<file path="src/rtl/pgctl_pkg.sv">
package pgctl_pkg;

   localparam int unsigned DATA_W      = 32;
   // Bit positions that software decodes; they are fixed.
   localparam int unsigned GFX_EN_BIT  = 12;
   localparam int unsigned GATE_EN_BIT = 27;
   localparam int unsigned OVR_EN_BIT  = 30;
   localparam int unsigned OVR_VAL_BIT = 31;

   typedef enum logic [1:0] {
      REG_NONE   = 2'd0,
      REG_ENGINE = 2'd1,
      REG_CLAMP  = 2'd2,
      REG_PGCTL  = 2'd3
   } reg_sel_e;

endpackage

</file>
<file path="src/rtl/pgctl_decode.sv">
module pgctl_decode
   import pgctl_pkg::*;
#(
   parameter int unsigned          ADDR_W      = 32,
   parameter logic [ADDR_W-1:0]    ENGINE_ADDR = 'h0000_0200,
   parameter logic [ADDR_W-1:0]    CLAMP_ADDR  = 'h0010_A78C,
   parameter logic [ADDR_W-1:0]    PGCTL_ADDR  = 'h0002_0004
) (
   input  logic [ADDR_W-1:0] addr,
   output reg_sel_e          sel
);

   localparam int unsigned WORD_W = ADDR_W - 2;

   // Elaboration checks on the address map.
   if (ADDR_W < 3) begin : g_bad_addr_w
      $error("pgctl_decode: ADDR_W too small");
   end
   if (ENGINE_ADDR[1:0] != 2'b00 || CLAMP_ADDR[1:0] != 2'b00 ||
       PGCTL_ADDR[1:0] != 2'b00) begin : g_unaligned
      $error("pgctl_decode: register addresses must be word aligned");
   end
   if (ENGINE_ADDR == CLAMP_ADDR || ENGINE_ADDR == PGCTL_ADDR ||
       CLAMP_ADDR == PGCTL_ADDR) begin : g_overlap
      $error("pgctl_decode: register addresses must be distinct");
   end

   logic [WORD_W-1:0] word;
   assign word = addr[ADDR_W-1:2];

   always_comb begin
      if (word == ENGINE_ADDR[ADDR_W-1:2])      sel = REG_ENGINE;
      else if (word == CLAMP_ADDR[ADDR_W-1:2])  sel = REG_CLAMP;
      else if (word == PGCTL_ADDR[ADDR_W-1:2])  sel = REG_PGCTL;
      else                                      sel = REG_NONE;
   end

   logic unused_low_addr;
   assign unused_low_addr = ^addr[1:0];

endmodule

</file>
<file path="src/rtl/pgctl_engine_en.sv">
module pgctl_engine_en
   import pgctl_pkg::*;
(
   input  logic              clk,
   input  logic              rst_n,
   input  logic              wr_stb,
   input  logic              gfx_en_i,
   input  logic              gate_en_i,
   output logic [DATA_W-1:0] rdata_o,
   output logic              gfx_rst_o,
   output logic              gating_en_o
);

   // The reset flop stores the inverted enable, so the output comes
   // straight from a flop.
   logic gfx_rst_q;
   logic gate_en_q;

   always_ff @(posedge clk or negedge rst_n) begin
      if (!rst_n) begin
         gfx_rst_q <= 1'b1;
         gate_en_q <= 1'b0;
      end else if (wr_stb) begin
         gfx_rst_q <= ~gfx_en_i;
         gate_en_q <= gate_en_i;
      end
   end

   assign gfx_rst_o   = gfx_rst_q;
   assign gating_en_o = gate_en_q;

   always_comb begin
      rdata_o              = '0;
      rdata_o[GFX_EN_BIT]  = ~gfx_rst_q;
      rdata_o[GATE_EN_BIT] = gate_en_q;
   end

   assert_rst_hold_R3: assert property (@(posedge clk) disable iff (!rst_n)
      !wr_stb |=> $stable(gfx_rst_o));
   assert_rst_release_R3: assert property (@(posedge clk) disable iff (!rst_n)
      (wr_stb && gfx_en_i) |=> !gfx_rst_o);
   assert_rst_apply_R3: assert property (@(posedge clk) disable iff (!rst_n)
      (wr_stb && !gfx_en_i) |=> gfx_rst_o);
   assert_gate_en_R4: assert property (@(posedge clk) disable iff (!rst_n)
      wr_stb |=> (gating_en_o == $past(gate_en_i)));

endmodule

</file>
<file path="src/rtl/pgctl_clamp.sv">
module pgctl_clamp
   import pgctl_pkg::*;
#(
   parameter int unsigned NUM_CLAMPS = 1
) (
   input  logic                    clk,
   input  logic                    rst_n,
   input  logic                    wr_stb,
   input  logic [2*NUM_CLAMPS-1:0] wr_fields_i,
   input  logic [NUM_CLAMPS-1:0]   clamp_req_i,
   output logic [DATA_W-1:0]       rdata_o,
   output logic [NUM_CLAMPS-1:0]   clamp_en_o
);

   localparam int unsigned FIELD_W = 2 * NUM_CLAMPS;

   if (NUM_CLAMPS < 1 || FIELD_W > DATA_W) begin : g_bad_clamps
      $error("pgctl_clamp: NUM_CLAMPS must be 1..16");
   end

   logic [FIELD_W-1:0] fields;

   // Each domain k has its mask at bit 2k and its value at bit 2k+1.
   for (genvar k = 0; k < NUM_CLAMPS; k++) begin : g_dom
      logic mask_q;
      logic val_q;

      always_ff @(posedge clk or negedge rst_n) begin
         if (!rst_n) begin
            mask_q <= 1'b0;
            val_q  <= 1'b0;
         end else if (wr_stb) begin
            mask_q <= wr_fields_i[2*k];
            val_q  <= wr_fields_i[2*k+1];
         end
      end

      assign clamp_en_o[k]   = mask_q ? val_q : clamp_req_i[k];
      assign fields[2*k]     = mask_q;
      assign fields[2*k+1]   = val_q;

      assert_clamp_forced_R5: assert property (@(posedge clk) disable iff (!rst_n)
         (wr_stb && wr_fields_i[2*k]) |=> (clamp_en_o[k] == $past(wr_fields_i[2*k+1])));
      assert_clamp_follow_R6: assert property (@(posedge clk) disable iff (!rst_n)
         (wr_stb && !wr_fields_i[2*k]) |=> (clamp_en_o[k] == clamp_req_i[k]));
   end

   assign rdata_o = DATA_W'(fields);

endmodule

</file>
<file path="src/rtl/pgctl_pg_override.sv">
module pgctl_pg_override
   import pgctl_pkg::*;
(
   input  logic              clk,
   input  logic              rst_n,
   input  logic              wr_stb,
   input  logic              ovr_en_i,
   input  logic              ovr_val_i,
   input  logic              boot_pg_i,
   output logic [DATA_W-1:0] rdata_o,
   output logic              pg_active_o
);

   logic ovr_en_q;
   logic ovr_val_q;

   always_ff @(posedge clk or negedge rst_n) begin
      if (!rst_n) begin
         ovr_en_q  <= 1'b0;
         ovr_val_q <= 1'b0;
      end else if (wr_stb) begin
         ovr_en_q  <= ovr_en_i;
         ovr_val_q <= ovr_val_i;
      end
   end

   assign pg_active_o = ovr_en_q ? ovr_val_q : boot_pg_i;

   always_comb begin
      rdata_o              = '0;
      rdata_o[OVR_EN_BIT]  = ovr_en_q;
      rdata_o[OVR_VAL_BIT] = ovr_val_q;
   end

   assert_ovr_forced_R7: assert property (@(posedge clk) disable iff (!rst_n)
      (wr_stb && ovr_en_i) |=> (pg_active_o == $past(ovr_val_i)));
   assert_ovr_strap_R8: assert property (@(posedge clk) disable iff (!rst_n)
      (wr_stb && !ovr_en_i) |=> (pg_active_o == boot_pg_i));

endmodule

</file>
<file path="src/rtl/pgctl_regs.sv">
module pgctl_regs
   import pgctl_pkg::*;
#(
   parameter int unsigned          ADDR_W      = 32,
   parameter int unsigned          NUM_CLAMPS  = 1,
   parameter logic [ADDR_W-1:0]    ENGINE_ADDR = 'h0000_0200,
   parameter logic [ADDR_W-1:0]    CLAMP_ADDR  = 'h0010_A78C,
   parameter logic [ADDR_W-1:0]    PGCTL_ADDR  = 'h0002_0004
) (
   input  logic                  clk,
   input  logic                  rst_n,
   input  logic                  wr_en,
   input  logic                  rd_en,
   input  logic [ADDR_W-1:0]     addr,
   input  logic [DATA_W-1:0]     wr_data,
   output logic [DATA_W-1:0]     rd_data,
   input  logic [NUM_CLAMPS-1:0] clamp_req_i,
   input  logic                  boot_pg_i,
   output logic                  gfx_rst_o,
   output logic                  gating_en_o,
   output logic [NUM_CLAMPS-1:0] clamp_en_o,
   output logic                  pg_active_o
);

   localparam int unsigned FIELD_W = 2 * NUM_CLAMPS;

   reg_sel_e          sel;
   logic              wr_engine, wr_clamp, wr_pgctl;
   logic [DATA_W-1:0] engine_rdata, clamp_rdata, pgctl_rdata;

   pgctl_decode #(
      .ADDR_W      (ADDR_W),
      .ENGINE_ADDR (ENGINE_ADDR),
      .CLAMP_ADDR  (CLAMP_ADDR),
      .PGCTL_ADDR  (PGCTL_ADDR)
   ) u_decode (
      .addr (addr),
      .sel  (sel)
   );

   assign wr_engine = wr_en && (sel == REG_ENGINE);
   assign wr_clamp  = wr_en && (sel == REG_CLAMP);
   assign wr_pgctl  = wr_en && (sel == REG_PGCTL);

   pgctl_engine_en u_engine (
      .clk         (clk),
      .rst_n       (rst_n),
      .wr_stb      (wr_engine),
      .gfx_en_i    (wr_data[GFX_EN_BIT]),
      .gate_en_i   (wr_data[GATE_EN_BIT]),
      .rdata_o     (engine_rdata),
      .gfx_rst_o   (gfx_rst_o),
      .gating_en_o (gating_en_o)
   );

   pgctl_clamp #(
      .NUM_CLAMPS (NUM_CLAMPS)
   ) u_clamp (
      .clk         (clk),
      .rst_n       (rst_n),
      .wr_stb      (wr_clamp),
      .wr_fields_i (wr_data[FIELD_W-1:0]),
      .clamp_req_i (clamp_req_i),
      .rdata_o     (clamp_rdata),
      .clamp_en_o  (clamp_en_o)
   );

   pgctl_pg_override u_override (
      .clk         (clk),
      .rst_n       (rst_n),
      .wr_stb      (wr_pgctl),
      .ovr_en_i    (wr_data[OVR_EN_BIT]),
      .ovr_val_i   (wr_data[OVR_VAL_BIT]),
      .boot_pg_i   (boot_pg_i),
      .rdata_o     (pgctl_rdata),
      .pg_active_o (pg_active_o)
   );

   always_comb begin
      rd_data = '0;
      if (rd_en) begin
         unique case (sel)
            REG_ENGINE: rd_data = engine_rdata;
            REG_CLAMP:  rd_data = clamp_rdata;
            REG_PGCTL:  rd_data = pgctl_rdata;
            default:    rd_data = '0;
         endcase
      end
   end

   logic unused_wdata;
   assign unused_wdata = ^wr_data;

   assert_idle_rdata_R11: assert property (@(posedge clk) disable iff (!rst_n)
      !rd_en |-> (rd_data == '0));
   assert_unmapped_read_R10: assert property (@(posedge clk) disable iff (!rst_n)
      (rd_en && sel == REG_NONE) |-> (rd_data == '0));
   assert_unmapped_write_R10: assert property (@(posedge clk) disable iff (!rst_n)
      (wr_en && sel == REG_NONE) |=> ($stable(engine_rdata) && $stable(clamp_rdata)
                                      && $stable(pgctl_rdata)));

endmodule

</file>
<file path="config.mk">
export PLATFORM = sky130hd
export DESIGN_NAME = pgctl_regs
export DESIGN_NICKNAME = d
export VERILOG_FILES = /design/src/rtl/pgctl_pkg.sv /design/src/rtl/pgctl_decode.sv /design/src/rtl/pgctl_engine_en.sv /design/src/rtl/pgctl_clamp.sv /design/src/rtl/pgctl_pg_override.sv /design/src/rtl/pgctl_regs.sv
export SDC_FILE = /design/constraint.sdc
export NUM_CORES = 1
export LEC_CHECK = 0
export BUFFER_PORTS_ARGS = -buffer_cell sky130_fd_sc_hd__buf_2
export CORE_ASPECT_RATIO = 1.4
export CORE_UTILIZATION = 35
export CTS_BUF_LIST = sky130_fd_sc_hd__clkbuf_2
export CTS_CLUSTER_DIAMETER = 100
export CTS_CLUSTER_SIZE = 28
export DETAILED_ROUTE_END_ITERATION = 12
export PLACE_DENSITY = 0.6
export SLEW_MARGIN = 20
export SYNTH_ARGS = -nofsm -noshare
export SYNTH_HDL_FRONTEND = slang
export SYNTH_HIERARCHICAL = 1
export SYNTH_SLANG_ARGS = --single-unit
</file>
<file path="constraint.sdc">
create_clock -name clk -period 2 [get_ports clk]
set_clock_uncertainty 0.1 [all_clocks]
set_input_delay 0.1 -clock clk [delete_from_list [all_inputs] [get_ports clk]]
set_output_delay 0.1 -clock clk [all_outputs]
set_load 0.01 [all_outputs]
</file>
-- Word-level counts from Yosys, hierarchy flattened
Cells that the tools add are included.
- equality and inequality tests: 6
- mux-type cells: 7
- bitwise gates (word level): 2
- reduce and logical (&&, ||, !) cells: 3
- operator list (operator ; number):
    $pmux W32 S3 ; 1
    $mux W32 ; 1
    $eq A30 B16 Y1 const B ; 1
    $eq A30 B19 Y1 const B ; 1
    $eq A30 B8 Y1 const B ; 1
    $mux W2 ; 3
    $eq A2 B2 Y1 const B ; 2
    $logic_and A1 B1 Y1 ; 3
    $eq A2 B1 Y1 const B ; 1
    $mux W1 ; 2
    $not A1 Y1 ; 2
- register bits after elaboration: 6
- bits of input ports: 70
- output and inout bits: 36
- word-level logic and storage cells: 24

-- Longest topological paths before layout
Gate-level depths: netlist (run 1).
- depth after elaboration: 7
- mapped depth: 9
- gate-level depth less buffers: 6

-- Modules after synthesis
Netlist (run 1), hierarchy kept.
- modules (own cells, without submodules) (module ; instances ; cells each ; area each (um^2) ; seq. area each (um^2)):
    pgctl_regs ; 1 ; 120 ; 1159.9 ; 0.0
    pgctl_clamp ; 1 ; 38 ; 327.8 ; 50.0
    pgctl_pg_override ; 1 ; 38 ; 327.8 ; 50.0
    pgctl_engine_en ; 1 ; 37 ; 316.6 ; 51.3
    pgctl_decode ; 1 ; 19 ; 153.9 ; 0.0

-- Worst setup path before layout (run 1)
No wires, ideal clock.
- kind: input port to flip-flop
- from: in addr[11]
- to: reg u_engine.gate_en_q (netlist: u_engine/gating_en_o)
- setup time: 0.125 ns
- data arrival time: 1.845 ns
- required time: 1.775 ns
- setup slack: -0.070 ns
- stages: 8
- buffers on the path: 2
- cell sequence: nor4_1 -> nand3_1 -> nor4b_2 -> buf_2 -> buf_4 -> nand2_1 -> nor2_1 -> mux2_4
- cells in the longest elaborated chain, start to end: 6
- elaborated cells between the ends (all ways): 8
- classes of those cells: eq/ne (4); mux (3); reduce/logical (1)
- RTL lines (item ; RTL line ; RTL):
    start: declaration ; pgctl_regs.sv:14 ; input logic [ADDR_W-1:0] addr,
    $eq A30 B16 Y1 ; pgctl_decode.sv:34 ; else if (word == PGCTL_ADDR[ADDR_W-1:2]) sel = REG_PGCTL;
    $mux W2 ; pgctl_decode.sv:34 ;
    $mux W2 ; pgctl_decode.sv:33 ; else if (word == CLAMP_ADDR[ADDR_W-1:2]) sel = REG_CLAMP;
    $mux W2 * ; pgctl_decode.sv:32 ; if (word == ENGINE_ADDR[ADDR_W-1:2]) sel = REG_ENGINE;
    via sel[0] ; pgctl_regs.sv:27 ; reg_sel_e sel;
    $eq A2 B1 Y1 * ; pgctl_regs.sv:41 ; assign wr_engine = wr_en && (sel == REG_ENGINE);
    $logic_and A1 B1 Y1 * ; pgctl_regs.sv:41 ;
    via wr_engine ; pgctl_regs.sv:28 ; logic wr_engine, wr_clamp, wr_pgctl;
    end signal: assignment ; pgctl_engine_en.sv:25 ; gate_en_q <= gate_en_i;
    end: declaration ; pgctl_engine_en.sv:17 ; logic gate_en_q;
Mark *: on every way through the listed nets, which the timed path passes. The rest lies on a longest branch.
A chain may end at the register's enable or synchronous reset.

-- Worst setup path in the final report (run 1)
- from: in addr[22]
- to: out rd_data[27]
- cells in the longest elaborated chain, start to end: 7
- elaborated cells between the ends (all ways): 11
- classes of those cells: eq/ne (6); mux (5)
- RTL lines (item ; RTL line ; RTL):
    $eq A30 B16 Y1 ; pgctl_decode.sv:34 ;
    $mux W2 ; pgctl_decode.sv:34 ;
    $mux W2 ; pgctl_decode.sv:33 ;
    $mux W2 * ; pgctl_decode.sv:32 ;
    via sel[0] ; pgctl_regs.sv:27 ;
    $eq A2 B2 Y1 or $eq A2 B1 Y1 (tied branches) ; pgctl_regs.sv:82 ; unique case (sel)
    $pmux W32 S3 * ; pgctl_regs.sv:82 ;
    $mux W32 * ; pgctl_regs.sv:81 ; if (rd_en) begin
    end: declaration ; pgctl_regs.sv:16 ; output logic [DATA_W-1:0] rd_data,
Marked as above.

==> parameters.txt, run 1 <==
Parameter                              Value

Timing
  RSZ-0062 raised after global routing    true
  Hold slack    17.8 ps
  Final setup vio count    0
  Worst rel slew slack    0.659
  Least-Margin Pin Slew    511 ps
  Final hold vios    0
  Clock period minus worst slack    1980 ps
  TNS Setup    0 ps
  Final clock period utilization by the worst path    0.990
  Fin. max-slew vios    0
  Fmax achieved    0.505 GHz
  Final worst setup slack    20.0 ps

Place
  Port bufs    77
  Half-perimeter wire length after detailed placement    2860 µm
  Final weighted congestion in routability-driven placement    0.695
  Area post-placement    0.00238 mm²
  Pre-CTS setup slack    -92.0 ps

Die
  Total core area    0.00625 mm²
  Die Ht    97.6 µm
  Number of top-level pins    106
  Initial cell density of the core    0.366
  Width of the die    70.3 µm
  Placement Rows    34
  Full die area    0.00686 mm²

Synth
  Area share of the largest cell type after synthesis    0.319
  Summed instance area of the synthesized netlist    0.00229 mm²
  Avg Inst Size Synth    9.07 µm²
  Number of enable flip-flop cells after synthesis    0
  Share of async-settable or async-resettable flops after synthesis    1.00
  Largest cells by area after synthesis    buf_4 (32%), a211oi_2 (16%), mux2i_1 (14%)
  Post-Syn Instances    252
  Post-synthesis register bit count    6
  Fraction of the yosys area taken by sequential cells    0.0662
  Unique cell type count in the Yosys netlist    30
  Total of warnings raised by yosys    6
  Flip-flop cell with the highest count after synthesis    dfrtp_1
  Post-synth top area cell    buf_4

Clock tree
  Number of sinks driven by the clock tree    6
  Number of buffers created by CTS    3
  Clk Latency, worst-skew pair    220 ps
  H-tree level count    1
  Clock tree from TritonCTS    built
  Max Buffers Root-to-Sink    2
  Root buffer cell    clkbuf_2
  CTS clock-pin slew for the worst setup and hold paths    60 ps

Run status
  Result of the run    finished clean

Global route
  Number of global-route vias before repair    1722
  Gr ovfl total    0
  Pin count of the biggest net entering global routing    33
  Number of antenna violations at the first check in global routing    0
  Wire length of the first global-routing pass    7130 µm
  Global routing usage summed across all routing layers    0.121

Job
  Max_cap viols    0

Finish
  Fraction of final layout cells sized beyond drive strength 1    0.586
  Leading cell types in the layout, fill and taps excluded    conb_1 (90), buf_2 (73), mux2i_1 (32)
  Most frequent standard cell in the layout excluding fill and tap cells    conb_1
  Area grow syn2layout    27.3%
  ANT cells    0
  Net count of the finished layout    426
  Final Instance Area    0.00291 mm²
  Multi-input combinational cell area    0.00172 mm²
  Sequential standard cell area    151 µm²
  Count of fill cells added during filler insertion    614

Min path
  WHS Endpoint    u_override/ovr_val_q
  Worst hold path depth    2
  Classification of the worst-slack hold path    input port to flip-flop
  Worst Hold Launch    wr_data[31]

Detailed routing
  Total number of vias    1725
  Avg Vias per Cell    4.04
  Average detailed-routed wire length per instance    9.81 µm
  DRC violation total after the first TritonRoute iteration    21
  Number of design rule violations left after detail routing    0
  Final Routed Wirelength    4190 µm
  Post-DRT Antenna Nets    0
  Router iterations before antenna repair    3

Setup path
  Required time worst endpoint    1800 ps
  CP Data Arrival Time    1780 ps
  Setup slack of the most critical reg-to-reg path    1090 ps
  Critical path cell sequence    buf_2 -> nor4_4 -> nand2_2 -> nor4b_4 -> buf_6 -> buf_6 -> a21oi_4 -> a211oi_2 -> buf_2
  Reg-to-Reg Start    u_clamp/g_dom[0].val_q
  Source of the critical timing path    addr[22]
  Worst Path Max Fanout    6
  Depth of the worst register-to-register path    1
  Cell class contributing the biggest share of worst-path delay    simple AND/OR/NAND/NOR gates
  Kind of start point of the critical path    input port
  Endpoint type of the worst setup path    output port
  Delay of the slowest cell on the worst path    400 ps
  Start-to-end type of the worst setup path    input port to output port
  Highest-delay cell along the critical path    nor4b_4
  Worst Path Buf+Inv    4
  Critical R2R Capture    u_clamp/g_dom[0].val_q

Power and ir drop
  LEAKAGE    1.31 nW
  Max VDD drop    0.189 mV
  Total power divided by cell area    130 mW/mm²
  Final Power    0.379 mW
power by group:
group          internal (mW)  total, mW  switching, mW  leakage, nW
logic                 0.0655      0.158         0.0929         1.21
registers              0.121      0.121  0.00000000497       0.0804
clock network         0.0530     0.0987         0.0457       0.0166
total                  0.240      0.379          0.139         1.31
logic make-up (layout without fill, tap and decap cells):
family | Yosys count | count (layout) | synth area share
buffers and inverters | 115 | 131 | 0.391
AO/OA/AOI/OAI | 66 | 66 | 0.290
multiplexers | 40 | 40 | 0.181
AND/OR/NAND/NOR | 22 | 22 | 0.0673
flip-flops | 6 | 6 | 0.0662
other | 3 | 90 | 0.00493
flip-flops by register name (all words and copies together) (netlist names):
| name | flops |
|---|---|
| u_clamp/g_dom.mask_q | 1 |
| u_clamp/g_dom.val_q | 1 |
| u_engine/gating_en_o | 1 |
| u_engine/gfx_rst_o | 1 |
| u_override/ovr_en_q | 1 |
| u_override/ovr_val_q | 1 |
worst max path at each step:
| stage | to | slack, ps | cells after the start |
|---|---|---|---|
| floorplan | u_engine/gating_en_o | 9 | 8 |
| global placement | rd_data[2] | -70 | 9 |
| detailed placement | rd_data[2] | -90 | 9 |
| CTS | rd_data[21] | 6 | 9 |
| finish | rd_data[27] | 20 | 9 |
| global route | rd_data[3] | -50 | 9 |
cells in the mapped netlist (3+ instances only):
library cell  count
nand4_1           3
buf_2             6
mux2i_1          33
buf_6             4
a21oi_1           5
buf_12            3
nor4_1            4
buf_4            97
mux2_2            6
a21oi_2          27
nand2_1           4
a211oi_1          4
a211oi_2         29
dfrtp_1           5
conb_1            3
cell type report:
| class | count | share of cell area |
|---|---|---|
| Timing Repair Buffer | 125 | 0.317 |
| Inverter | 2 | 0.00258 |
| Tap cell | 72 | 0.0310 |
| Clock buffer | 4 | 0.00688 |
| Sequential cell | 6 | 0.0520 |
| Multi-Input combinational cell | 218 | 0.590 |
per-stage QoR:
stage	util	instances
after CTS	0.433	416
after floorplan	-	339
after global placement	0.381	392
after detailed placement	0.381	392
final	0.465	427
after global routing	0.465	427
layer usage:
| metal | track usage | vias to the layer above | routed length (µm) |
|---|---|---|---|
| met5 | 0 | - | 0 |
| met1 | 0.126 | 778 | 1570 |
| li1 | - | 920 | - |
| met3 | 0.00622 | 2 | 80 |
| met4 | 0.0246 | 0 | 18 |
| met2 | 0.253 | 25 | 2520 |
repair_timing:
action,CTS,global route
endpoints found under the hold margin,9,0
pin swaps,18,19
hold buffers,4,0
endpoints found under the setup margin,28,32
buffers inserted,13,10
gates cloned,3,2
gates resized for setup,20,19
No activity file was read; power rests on OpenSTA's default activity.
==> inputs of run 2 (changes only) <==
Clock period 2 ns to 2.1 ns, I/O delays scaled along.
==> parameters.txt, run 2 (synthesis gave the netlist of run 1 again) <==
Parameter                              Value

Run status
  Result of the run    finished clean

Die
  Die Ht    97.6 µm (unchanged)
  Placement Rows    34 (unchanged)
  Initial cell density of the core    0.366 (unchanged)
  Number of top-level pins    106 (unchanged)
  Total core area    0.00625 mm² (unchanged)
  Full die area    0.00686 mm² (unchanged)
  Width of the die    70.3 µm (unchanged)

Finish
  ANT cells    0 (unchanged)
  Final standard cell utilization of the core    0.405 (-0.0604)
  Net count of the finished layout    405 (-4.9%)
  Most frequent standard cell in the layout excluding fill and tap cells    conb_1
  Fraction of final layout cells sized beyond drive strength 1    0.518 (-0.0680)
  Leading cell types in the layout, fill and taps excluded    conb_1 (90), buf_2 (77), mux2i_1 (32)
  Area grow syn2layout    10.8%

Place
  Final weighted congestion in routability-driven placement    0.707 (+1.8%)
  Port bufs    77 (unchanged)
  Half-perimeter wire length after detailed placement    2800 µm (-2.1%)
  Pre-CTS setup slack    -38.6 ps (+53.5 ps)

Min path
  Classification of the worst-slack hold path    input port to async pin

Setup path
  Kind of start point of the critical path    input port
  Required time worst endpoint    1890 ps (+90 ps)
  Start-to-end type of the worst setup path    input port to output port
  Critical R2R Capture    u_engine/gating_en_o
  Depth of the worst register-to-register path    1 (unchanged)
  Highest-delay cell along the critical path    nor4b_4
  Endpoint of the worst setup timing path    rd_data[25]
  Reg-to-Reg Start    u_engine/gating_en_o
  Source of the critical timing path    addr[10]
  CP Data Arrival Time    1770 ps (about the same)
  Worst Path Max Fanout    8 (+2)
  Endpoint type of the worst setup path    output port
  Setup slack of the most critical reg-to-reg path    1200 ps (+110 ps)
  Critical path cell sequence    buf_2 -> nor4_4 -> nand2_1 -> nor4b_4 -> buf_4 -> buf_4 -> a21oi_2 -> a211oi_2 -> buf_2
  Worst Path Buf+Inv    4 (unchanged)
  Path length in cells of the critical path    9 (unchanged)
  Cell class contributing the biggest share of worst-path delay    simple AND/OR/NAND/NOR gates
  Delay of the slowest cell on the worst path    330 ps (-70 ps)

Power and ir drop
  Total power divided by cell area    136 mW/mm² (+4.2%)
  LEAKAGE    1.13 nW (-14%)
  Final Power    0.343 mW (-9.3%)
  Max VDD drop    0.315 mV (+67%)

Detailed routing
  Number of design rule violations left after detail routing    0 (unchanged)
  Total number of vias    1647 (-4.5%)
  Avg Vias per Cell    4.06 (+0.42%)
  Average detailed-routed wire length per instance    8.75 µm (-11%)
  Final Routed Wirelength    3550 µm (-15%)
  Post-DRT Antenna Nets    0 (unchanged)
  Router iterations before antenna repair    3 (unchanged)
  DRC violation total after the first TritonRoute iteration    40 (+90%)

Global route
  Number of global-route vias before repair    1579 (-8.3%)
  Global routing usage summed across all routing layers    0.105 (-0.0162)
  Wire length of the first global-routing pass    6170 µm (-14%)
  Number of antenna violations at the first check in global routing    0 (unchanged)
  Gr ovfl total    0 (unchanged)
  Pin count of the biggest net entering global routing    33 (unchanged)

Job
  Max_cap viols    0 (unchanged)

Timing
  Final worst setup slack    129 ps (+109 ps)
  Final setup vio count    0 (unchanged)
  Worst rel slew slack    0.660 (about the same)
  Final hold vios    0 (unchanged)
  Clock period minus worst slack    1970 ps
  Fmax achieved    0.507 GHz
  Fin. max-slew vios    0 (unchanged)
  Final clock period utilization by the worst path    0.939
  Least-Margin Pin Slew    511 ps (-0.407 ps)

Clock tree
  Root buffer cell    clkbuf_2
  Number of sinks driven by the clock tree    6 (unchanged)
  Max Buffers Root-to-Sink    2 (unchanged)
  CTS clock-pin slew for the worst setup and hold paths    60 ps (about the same)
  Clock tree from TritonCTS    built
  Clk Latency, worst-skew pair    220 ps (about the same)
  Number of buffers created by CTS    3 (unchanged)
  H-tree level count    1 (unchanged)
==> run 2: cell count changes in the layout (fill, tap and decap cells not counted), moves of 2 or more <==
cell,change
nor4_1,+3
clkbuf_16,-2
a21oi_1,+4
buf_4,-12
a21oi_4,-2
dlygate4sd3_1,+3
buf_6,-11
buf_2,+4
nor4_4,-4
a21oi_2,-2
==> run 2: worst min-delay path by stage <==
stage                startpoint                      end  slack [ps]  cells after the start
floorplan                 rst_n  u_clamp/g_dom[0].mask_q        -290                      0
global placement          rst_n  u_clamp/g_dom[0].mask_q        -170                      1
detailed placement        rst_n   u_clamp/g_dom[0].val_q        -170                      1
CTS                 wr_data[31]     u_override/ovr_val_q           8                      2
global route              rst_n     u_engine/gating_en_o          90                      2
finish                    rst_n     u_engine/gating_en_o         130                      2
==> run 2: layer usage <==
metal  vias up  part of all wire  track usage
met5         -                 0            0
met4         0            0.0042       0.0231
met3         2             0.017      0.00830
met2        26              0.60        0.228
met1       740              0.38       0.0989
li1        879                 -            -
==> run 2: area by class of cell <==
cell class | instances | area (µm²)
clock buffers | 4 | 20.0
fillers | 651 | 3720
inverters | 2 | 7.51
multi-input cells | 218 | 1620
flip-flops and latches | 6 | 151
well taps | 72 | 90.1
repair buffers | 104 | 647
==> run 2: timing repair <==
action / 4_1_cts / 5_1_grt
setup endpoints to repair: 13 / 31
cloned: 0 / 0
endpoints found under the hold margin: 7 / 5
setup buffers: 1 / 5
hold buffers: 2 / 5
gates resized for setup: 0 / 6
pin swaps: 1 / 5
==> run 2: metrics by stage <==
| step | setup TNS, ps | cells | instance area [µm²] | hold slack [ps] |
|---|---|---|---|---|
| floorplan | 0 | 339 | 2610 | -291 |
| global placement | -35.9 | 389 | 2360 | -166 |
| detailed placement | -194 | 389 | 2360 | -167 |
| CTS | 0 | 396 | 2410 | 8.44 |
| global route | -9.73 | 406 | 2530 | 93.9 |
| finish | 0 | 406 | 2530 | 131 |
==> run 2: report_power, final <==
group          internal, mW  switching, mW  total, mW  leakage (nW)
Sequential            0.116  0.00000000390      0.116        0.0804
Combinational        0.0583         0.0784      0.137          1.03
Clock                0.0504         0.0405     0.0909        0.0166
